## src/rtl/i2c_bm_pkg.sv

```systemverilog
package i2c_bm_pkg;
  localparam int BYTE_W = 8;
  localparam int FLAG_N = 4;
  localparam int SLOT_W = $clog2(BYTE_W + 1);

  localparam int FLG_TX   = 0;
  localparam int FLG_RX   = 1;
  localparam int FLG_NACK = 2;
  localparam int FLG_OVR  = 3;

  typedef enum logic [1:0] {
    ENG_IDLE = 2'd0,
    ENG_TX   = 2'd1,
    ENG_RX   = 2'd2
  } eng_st_e;
endpackage

```

## src/rtl/i2c_bm_sclgen.sv

```systemverilog
module i2c_bm_sclgen #(
  parameter int HALF_CYC = 250
) (
  input  logic clk_i,
  input  logic rst_ni,
  input  logic run_i,
  input  logic hold_i,
  output logic scl_oe_o,
  output logic drv_o,
  output logic smp_o,
  output logic done_o
);
  localparam int CNT_W = (HALF_CYC > 2) ? $clog2(HALF_CYC) : 1;
  localparam logic [CNT_W-1:0] CNT_TOP = CNT_W'(HALF_CYC - 1);

  logic             high_q;
  logic [CNT_W-1:0] cnt_q;

  always_ff @(posedge clk_i or negedge rst_ni) begin
    if (!rst_ni) begin
      high_q <= 1'b0;
      cnt_q  <= CNT_TOP;
    end else if (!run_i) begin
      high_q <= 1'b0;
      cnt_q  <= CNT_TOP;
    end else if (cnt_q == '0) begin
      high_q <= ~high_q;
      cnt_q  <= CNT_TOP;
    end else begin
      cnt_q <= cnt_q - 1'b1;
    end
  end

  // first low cycle: update data; first high cycle: sample; last high cycle: slot end
  assign drv_o    = run_i & ~high_q & (cnt_q == CNT_TOP);
  assign smp_o    = run_i &  high_q & (cnt_q == CNT_TOP);
  assign done_o   = run_i &  high_q & (cnt_q == '0);
  assign scl_oe_o = ~high_q & (run_i | hold_i);
endmodule

```

## src/rtl/i2c_bm_engine.sv

```systemverilog
module i2c_bm_engine
  import i2c_bm_pkg::*;
(
  input  logic              clk_i,
  input  logic              rst_ni,
  input  logic              start_i,
  input  logic [BYTE_W-1:0] byte_i,
  input  logic              addr_i,
  input  logic              rw_i,
  input  logic              ack_ctl_i,
  input  logic              sda_i,
  input  logic              drv_i,
  input  logic              smp_i,
  input  logic              done_i,
  output logic              run_o,
  output logic              sda_oe_o,
  output logic              tx_done_o,
  output logic              ack_lvl_o,
  output logic              rx_load_o,
  output logic [BYTE_W-1:0] rx_byte_o
);
  localparam logic [SLOT_W-1:0] ACK_SLOT  = SLOT_W'(BYTE_W);
  localparam logic [SLOT_W-1:0] LAST_DATA = SLOT_W'(BYTE_W - 1);

  eng_st_e           st_q;
  logic [BYTE_W-1:0] sh_q;
  logic [SLOT_W-1:0] slot_q;
  logic              addr_q, rw_q, sda_oe_q, bit_q, nack_tx_q;

  always_ff @(posedge clk_i or negedge rst_ni) begin
    if (!rst_ni) begin
      st_q      <= ENG_IDLE;
      sh_q      <= '0;
      slot_q    <= '0;
      addr_q    <= 1'b0;
      rw_q      <= 1'b0;
      sda_oe_q  <= 1'b0;
      bit_q     <= 1'b0;
      nack_tx_q <= 1'b0;
    end else begin
      unique case (st_q)
        ENG_IDLE: begin
          if (start_i) begin
            sh_q     <= byte_i;
            slot_q   <= '0;
            addr_q   <= addr_i;
            rw_q     <= rw_i;
            sda_oe_q <= ~byte_i[BYTE_W-1];
            st_q     <= ENG_TX;
          end
        end
        ENG_TX: begin
          if (drv_i) sda_oe_q <= (slot_q == ACK_SLOT) ? 1'b0 : ~sh_q[BYTE_W-1];
          if (smp_i) bit_q <= sda_i;
          if (done_i) begin
            if (slot_q == ACK_SLOT) begin
              if (addr_q && rw_q && !bit_q) begin
                st_q     <= ENG_RX;
                slot_q   <= '0;
                sda_oe_q <= 1'b0;
              end else begin
                st_q <= ENG_IDLE;
              end
            end else begin
              slot_q <= slot_q + 1'b1;
              sh_q   <= {sh_q[BYTE_W-2:0], 1'b0};
            end
          end
        end
        ENG_RX: begin
          if (drv_i) begin
            if (slot_q == ACK_SLOT) begin
              sda_oe_q  <= ~ack_ctl_i;
              nack_tx_q <= ack_ctl_i;
            end else begin
              sda_oe_q <= 1'b0;
            end
          end
          if (smp_i && slot_q != ACK_SLOT) sh_q <= {sh_q[BYTE_W-2:0], sda_i};
          if (done_i) begin
            if (slot_q == ACK_SLOT) begin
              sda_oe_q <= 1'b0;
              slot_q   <= '0;
              if (nack_tx_q) st_q <= ENG_IDLE;
            end else begin
              slot_q <= slot_q + 1'b1;
            end
          end
        end
        default: st_q <= ENG_IDLE;
      endcase
    end
  end

  assign run_o     = (st_q != ENG_IDLE);
  assign sda_oe_o  = sda_oe_q;
  assign tx_done_o = (st_q == ENG_TX) && done_i && (slot_q == ACK_SLOT);
  assign ack_lvl_o = bit_q;
  assign rx_load_o = (st_q == ENG_RX) && done_i && (slot_q == LAST_DATA);
  assign rx_byte_o = sh_q;
endmodule

```

## src/rtl/i2c_bm_regs.sv

```systemverilog
module i2c_bm_regs
  import i2c_bm_pkg::*;
(
  input  logic              clk_i,
  input  logic              rst_ni,
  input  logic              wr_en_i,
  input  logic [BYTE_W-1:0] wdata_i,
  input  logic              addr_phase_i,
  input  logic              mode_i,
  input  logic              rd_en_i,
  input  logic [FLAG_N-1:0] clr_i,
  input  logic              busy_i,
  input  logic              tx_done_i,
  input  logic              ack_lvl_i,
  input  logic              rx_load_i,
  input  logic [BYTE_W-1:0] rx_byte_i,
  output logic              start_o,
  output logic [BYTE_W-1:0] byte_o,
  output logic              addr_o,
  output logic              rw_o,
  output logic              hold_o,
  output logic              full_o,
  output logic [BYTE_W-1:0] rdata_o,
  output logic [FLAG_N-1:0] flags_o
);
  logic [BYTE_W-1:0] buf_q;
  logic              full_q, hold_q, accept, take_rx;
  logic [FLAG_N-1:0] ld, val, flag_q;

  assign accept  = wr_en_i & ~busy_i;
  assign take_rx = rx_load_i & (~full_q | rd_en_i);

  assign start_o = accept;
  assign byte_o  = addr_phase_i ? {wdata_i[BYTE_W-2:0], mode_i} : wdata_i;
  assign addr_o  = addr_phase_i;
  assign rw_o    = mode_i;

  always_ff @(posedge clk_i or negedge rst_ni) begin
    if (!rst_ni) begin
      buf_q  <= '0;
      full_q <= 1'b0;
      hold_q <= 1'b0;
    end else begin
      if (accept) begin
        buf_q  <= wdata_i;
        hold_q <= 1'b1;
      end
      if (take_rx) begin
        buf_q  <= rx_byte_i;
        full_q <= 1'b1;
      end else if (rd_en_i) begin
        full_q <= 1'b0;
      end
    end
  end

  always_comb begin
    ld            = '0;
    val           = '0;
    ld[FLG_TX]    = tx_done_i;
    val[FLG_TX]   = 1'b1;
    ld[FLG_RX]    = rx_load_i;
    val[FLG_RX]   = 1'b1;
    ld[FLG_NACK]  = tx_done_i;
    val[FLG_NACK] = ack_lvl_i;
    ld[FLG_OVR]   = rx_load_i & full_q & ~rd_en_i;
    val[FLG_OVR]  = 1'b1;
  end

  for (genvar i = 0; i < FLAG_N; i++) begin : g_flag
    always_ff @(posedge clk_i or negedge rst_ni) begin
      if (!rst_ni)    flag_q[i] <= 1'b0;
      else if (ld[i]) flag_q[i] <= val[i];
      else            flag_q[i] <= flag_q[i] & ~clr_i[i];
    end
  end

  assign hold_o  = hold_q;
  assign full_o  = full_q;
  assign rdata_o = buf_q;
  assign flags_o = flag_q;
endmodule

```

## src/rtl/i2c_byte_master.sv

```systemverilog
module i2c_byte_master
  import i2c_bm_pkg::*;
#(
  parameter int HALF_CYC = 250
) (
  input  logic       clk_i,
  input  logic       rst_ni,
  input  logic       wr_en_i,
  input  logic [7:0] wdata_i,
  input  logic       addr_phase_i,
  input  logic       mode_i,
  input  logic       ack_ctl_i,
  input  logic       rd_en_i,
  input  logic [3:0] clr_i,
  input  logic       sda_i,
  output logic [7:0] rdata_o,
  output logic       busy_o,
  output logic       txdone_o,
  output logic       rxdone_o,
  output logic       nack_o,
  output logic       ovr_o,
  output logic       scl_oe_o,
  output logic       sda_oe_o
);
  logic              run_w, hold_w, full_w;
  logic              drv_w, smp_w, done_w;
  logic              start_w, addr_w, rw_w;
  logic [BYTE_W-1:0] byte_w, rx_byte_w;
  logic              tx_done_w, ack_lvl_w, rx_load_w;
  logic [FLAG_N-1:0] flags_w;

  i2c_bm_sclgen #(.HALF_CYC(HALF_CYC)) u_scl (
    .clk_i    (clk_i),
    .rst_ni   (rst_ni),
    .run_i    (run_w),
    .hold_i   (hold_w),
    .scl_oe_o (scl_oe_o),
    .drv_o    (drv_w),
    .smp_o    (smp_w),
    .done_o   (done_w)
  );

  i2c_bm_engine u_eng (
    .clk_i     (clk_i),
    .rst_ni    (rst_ni),
    .start_i   (start_w),
    .byte_i    (byte_w),
    .addr_i    (addr_w),
    .rw_i      (rw_w),
    .ack_ctl_i (ack_ctl_i),
    .sda_i     (sda_i),
    .drv_i     (drv_w),
    .smp_i     (smp_w),
    .done_i    (done_w),
    .run_o     (run_w),
    .sda_oe_o  (sda_oe_o),
    .tx_done_o (tx_done_w),
    .ack_lvl_o (ack_lvl_w),
    .rx_load_o (rx_load_w),
    .rx_byte_o (rx_byte_w)
  );

  i2c_bm_regs u_regs (
    .clk_i        (clk_i),
    .rst_ni       (rst_ni),
    .wr_en_i      (wr_en_i),
    .wdata_i      (wdata_i),
    .addr_phase_i (addr_phase_i),
    .mode_i       (mode_i),
    .rd_en_i      (rd_en_i),
    .clr_i        (clr_i),
    .busy_i       (run_w),
    .tx_done_i    (tx_done_w),
    .ack_lvl_i    (ack_lvl_w),
    .rx_load_i    (rx_load_w),
    .rx_byte_i    (rx_byte_w),
    .start_o      (start_w),
    .byte_o       (byte_w),
    .addr_o       (addr_w),
    .rw_o         (rw_w),
    .hold_o       (hold_w),
    .full_o       (full_w),
    .rdata_o      (rdata_o),
    .flags_o      (flags_w)
  );

  assign busy_o   = run_w;
  assign txdone_o = flags_w[FLG_TX];
  assign rxdone_o = flags_w[FLG_RX];
  assign nack_o   = flags_w[FLG_NACK];
  assign ovr_o    = flags_w[FLG_OVR];
endmodule

```

## config.mk

```make
export PLATFORM = sky130hd
export DESIGN_NAME = i2c_byte_master
export DESIGN_NICKNAME = d
export VERILOG_FILES = /design/src/rtl/i2c_bm_pkg.sv /design/src/rtl/i2c_bm_sclgen.sv /design/src/rtl/i2c_bm_engine.sv /design/src/rtl/i2c_bm_regs.sv /design/src/rtl/i2c_byte_master.sv
export SDC_FILE = /design/constraint.sdc
export NUM_CORES = 1
export LEC_CHECK = 0
export BUFFER_PORTS_ARGS = -buffer_cell sky130_fd_sc_hd__buf_4
export CORE_AREA = 5 5 88 82
export CTS_CLUSTER_DIAMETER = 200
export DETAILED_ROUTE_END_ITERATION = 6
export DIE_AREA = 0 0 93 87
export SETUP_SLACK_MARGIN = 0.3
export SKIP_CTS_REPAIR_TIMING = 1
export SYNTH_ARGS = -nofsm -noshare
export SYNTH_HDL_FRONTEND = slang
export SYNTH_SLANG_ARGS = --single-unit
```

## constraint.sdc

```tcl
create_clock -name clk_i -period 2.1 [get_ports clk_i]
set_input_delay 0.42 -clock clk_i [delete_from_list [all_inputs] [get_ports clk_i]]
set_output_delay 0.42 -clock clk_i [all_outputs]
set_load 0.01 [all_outputs]
```

==> run_results.csv <==
group,metric,value,unit
run_status,outcome,"completed",
worst_setup_path,cp_top_family,"simple AND/OR/NAND/NOR gates",
placed_design,numPortBuffers,34,
grt,grt_overflow,0,
clocking,cts_root_buf,"clkbuf_8",
logic_synthesis,synthArstFlopShare,100.0,%
route,drc,0,
route,wl_per_cell,15.71,um
floorplanning,die_y,87,um
logic_synthesis,synth_cell_type_count,52,
floorplanning,rows,28,
clocking,cts_sinks,42,
timing,finClkSkew,0.007266,ns
logic_synthesis,syn_avg_cell_area,10.01,um^2
layout,seqCellArea,1060,um^2
logic_synthesis,synthesis.nets,267,
grt,grt_pass1_vias,1918,
floorplanning,io-pin-count,35,
clocking,clk_pin_slew,0.08,ns
layout,utilization,47.58,%
placed_design,place_area,2743,um^2
timing,fin_crit,2.049,ns
layout,area_delta_synth_final,25.95,%
worst_setup_path,critical_path_class,"reg -> reg",
worst_setup_path,max_stage_delay,0.55,ns
layout,final_area,3000,um^2
timing,relSlewSlack,63.76,%
route,dr.first_iter.drc_count,138,
timing,rsz0062_at_grt,"yes",
timing,slew_violations,0,
logic_synthesis,synth_top_flop_cell,"dfrtp_1",
logic_synthesis,synth_area,2382,um^2
worst_setup_path,worstSetupEndpointType,"flop",
floorplanning,fp.dieW,93,um
worst_setup_path,critPathLaunchType,"flop",
hold_path,min-delay-path-class,"in -> async",
grt,grt_max_degree,43,
layout,drive_gt1_share,35.15,%
floorplanning,core,6306,um^2
layout,num_antenna_cells,0,
logic_synthesis,synthCells,238,
route,via_per_inst,5.372,
grt,grt_usage,14.46,%
power,power.leakage,1.434,nW
grt,antenna_found_initial,0,
worst_setup_path,worst-endpoint-arrival,2.25,ns
logic_synthesis,synth-edff-count,0,
logic_synthesis,synth_seq_cells,42,
route,vias,1977,
route,drtAntennaViolNets,0,
placed_design,placed_cells,346,
timing,setup_viol,0,
layout,fin_cells,368,
placed_design,gp_congestion,0.8115,
floorplanning,start_util,37.78,%
timing,fmax,488.1,MHz
worst_setup_path,path_cells,"inv_2 > ha_4 > and4bb_2 > nand3b_1 > or4_4 > a32oi_2",
timing,finalCritPeriodShare,97.56,%
route,first_pass_iters,4,
route,wirelength,5781,um
power,powerDensity,476.0,nW/um^2
worst_setup_path,path_buf_inv,1,
timing,setup_tns,0,ns
worst_setup_path,critPathSlowestCell,"or4_4",
floorplanning,dieArea,8091,um^2
logic_synthesis,yosysWarnings,0,
worst_setup_path,path_max_fanout,8,
timing,hold_slack,0.1089,ns
layout,final_nets,322,
flow_run,drv_cap,0,
clocking,cts_made_buffers,5,
placed_design,hpwl,4151,um
logic_synthesis,yosysSeqAreaShare,44.43,%
clocking,cts_tree,"done",
timing,final_hold_viol_count,0,
clocking,htree_levels,2,
worst_setup_path,required,2.30,ns
layout,multi_input_area,1299,um^2
clocking,cts.path.max_buffers,2,
clocking,insertion_delay,0.29,ns
grt,grt_first_pass_wirelength,9342,um
layout,nFillCells,583,
power,ir_drop,220.0,uV
timing,tightest_slew,0.5436,ns
==> sequential cells by signal, summed over array words and instances (netlist names) <==
register         cells
u_eng.rx_byte_o      8
u_regs.rdata_o       8
u_scl.cnt_q          8
u_eng.slot_q         4
u_regs.flags_o       4
u_eng.st_q           2
u_eng.ack_lvl_o      1
u_eng.addr_q         1
u_eng.nack_tx_q      1
u_eng.rw_q           1
u_eng.sda_oe_o       1
u_regs.full_o        1
u_regs.hold_o        1
u_scl.high_q         1
==> per-layer routing <==
metal / share of wire (%) / vias to the layer above / GRT usage, %
met4: 1.5 / 0 / 3.595
met3: 4.3 / 8 / 3.111
met5: 0 / - / 0
met2: 45 / 41 / 23.28
met1: 49 / 958 / 19.91
li1: - / 970 / -
==> layout make-up <==
type	instances	area share, %
Sequential cell	42	35.32
Clock buffer	5	2.294
Clock inverter	2	0.3336
Timing Repair Buffer	56	14.14
Inverter	12	1.501
Tap cell	75	3.128
Multi-Input combinational cell	176	43.29
==> per-stage QoR <==
step | worst slack (ns) | power [mW]
after CTS | -0.02588 | 1.444
after global placement | 0.05336 | 0.9446
after detailed placement | 0.01831 | 0.9452
after global routing | 0.01911 | 1.498
after floorplan | 0.2304 | 0.8827
final | 0.05133 | 1.428
==> cells in the final DEF (no fill, tap or decap), types with 2 or more instances in the layout <==
cell type | netlist | final
a211o_1 | 2 | 2
a21oi_1 | 12 | 12
a221o_1 | 9 | 8
a221o_2 | 0 | 2
a31oi_1 | 2 | 2
and3_1 | 8 | 8
and4b_1 | 2 | 2
buf_4 | 2 | 55
clkbuf_8 | 2 | 5
clkinv_2 | 0 | 2
dfrtp_1 | 36 | 35
dfstp_2 | 6 | 6
ha_1 | 9 | 8
inv_1 | 12 | 7
inv_2 | 0 | 5
mux2_2 | 4 | 4
mux2i_1 | 11 | 11
nand2_1 | 26 | 26
nand2b_1 | 2 | 2
nand3_1 | 3 | 3
nand3b_1 | 4 | 4
nand4_1 | 7 | 7
nor2_1 | 15 | 12
nor2_2 | 0 | 2
nor2b_1 | 3 | 2
nor3_1 | 4 | 4
nor3b_1 | 3 | 2
o21ai_0 | 16 | 7
o21ai_1 | 2 | 11
or2b_2 | 2 | 2
or4_4 | 1 | 2
xnor2_1 | 4 | 4
xor2_1 | 3 | 3
==> Yosys cell counts (6+ instances only) <==
cell type  instances  area share, %
a21oi_1           12            2.5
a221o_1            9            3.8
and3_1             8            2.1
dfrtp_1           36             38
dfstp_2            6            6.6
ha_1               9            4.7
inv_1             12            1.9
mux2i_1           11            4.6
nand2_1           26            4.1
nand4_1            7            1.8
nor2_1            15            2.4
o21ai_0           16            3.4
==> worst paths after layout <==
kind	start	endpoint	slack, ns	cells after the start
setup / recovery	u_eng.st_q[0]$_DFFE_PN0P_	u_eng.sda_oe_o$_DFFE_PN0P_	0.05	6
hold / removal	rst_ni	u_eng.rx_byte_o[3]$_DFFE_PN0P_	0.11	1
setup reg to reg	u_eng.st_q[0]$_DFFE_PN0P_	u_eng.sda_oe_o$_DFFE_PN0P_	0.05	6
hold reg to reg	u_regs.hold_o$_DFFE_PN0P_	u_regs.hold_o$_DFFE_PN0P_	0.45	2
max in group asynchronous	rst_ni	u_scl.cnt_q[2]$_DFF_PN0_	1.59	1
min in group clk_i	clr_i[1]	u_regs.flags_o[1]$_DFF_PN0_	0.29	2
==> worst register-to-register path: stages, from the launching register on <==
cell and delay, ns:
dfrtp_1 0.42, inv_2 0.08, ha_4 0.19, and4bb_2 0.33, nand3b_1 0.16, or4_4 0.55, a32oi_2 0.24
==> power by group <==
| group | switching (mW) | internal [mW] | leakage, nW |
|---|---|---|---|
| clock network | 0.274 | 0.223 | 0.0438 |
| logic | 0.0478 | 0.0462 | 0.885 |
| registers | 0.0142 | 0.823 | 0.505 |
==> cell families (layout without fill, tap and decap cells) <==
| kind of cell | count (synthesis) | count (layout) | share of synthesized area, % |
|---|---|---|---|
| compound gates | 51 | 52 | 14.39 |
| buf+inv | 21 | 75 | 4.884 |
| fa+ha+maj | 9 | 9 | 4.727 |
| flops | 42 | 42 | 44.43 |
| xor+xnor | 7 | 7 | 2.574 |
| simple gates | 93 | 93 | 22.48 |
| mux | 15 | 15 | 6.513 |
Power figures use the tool's default switching activity.
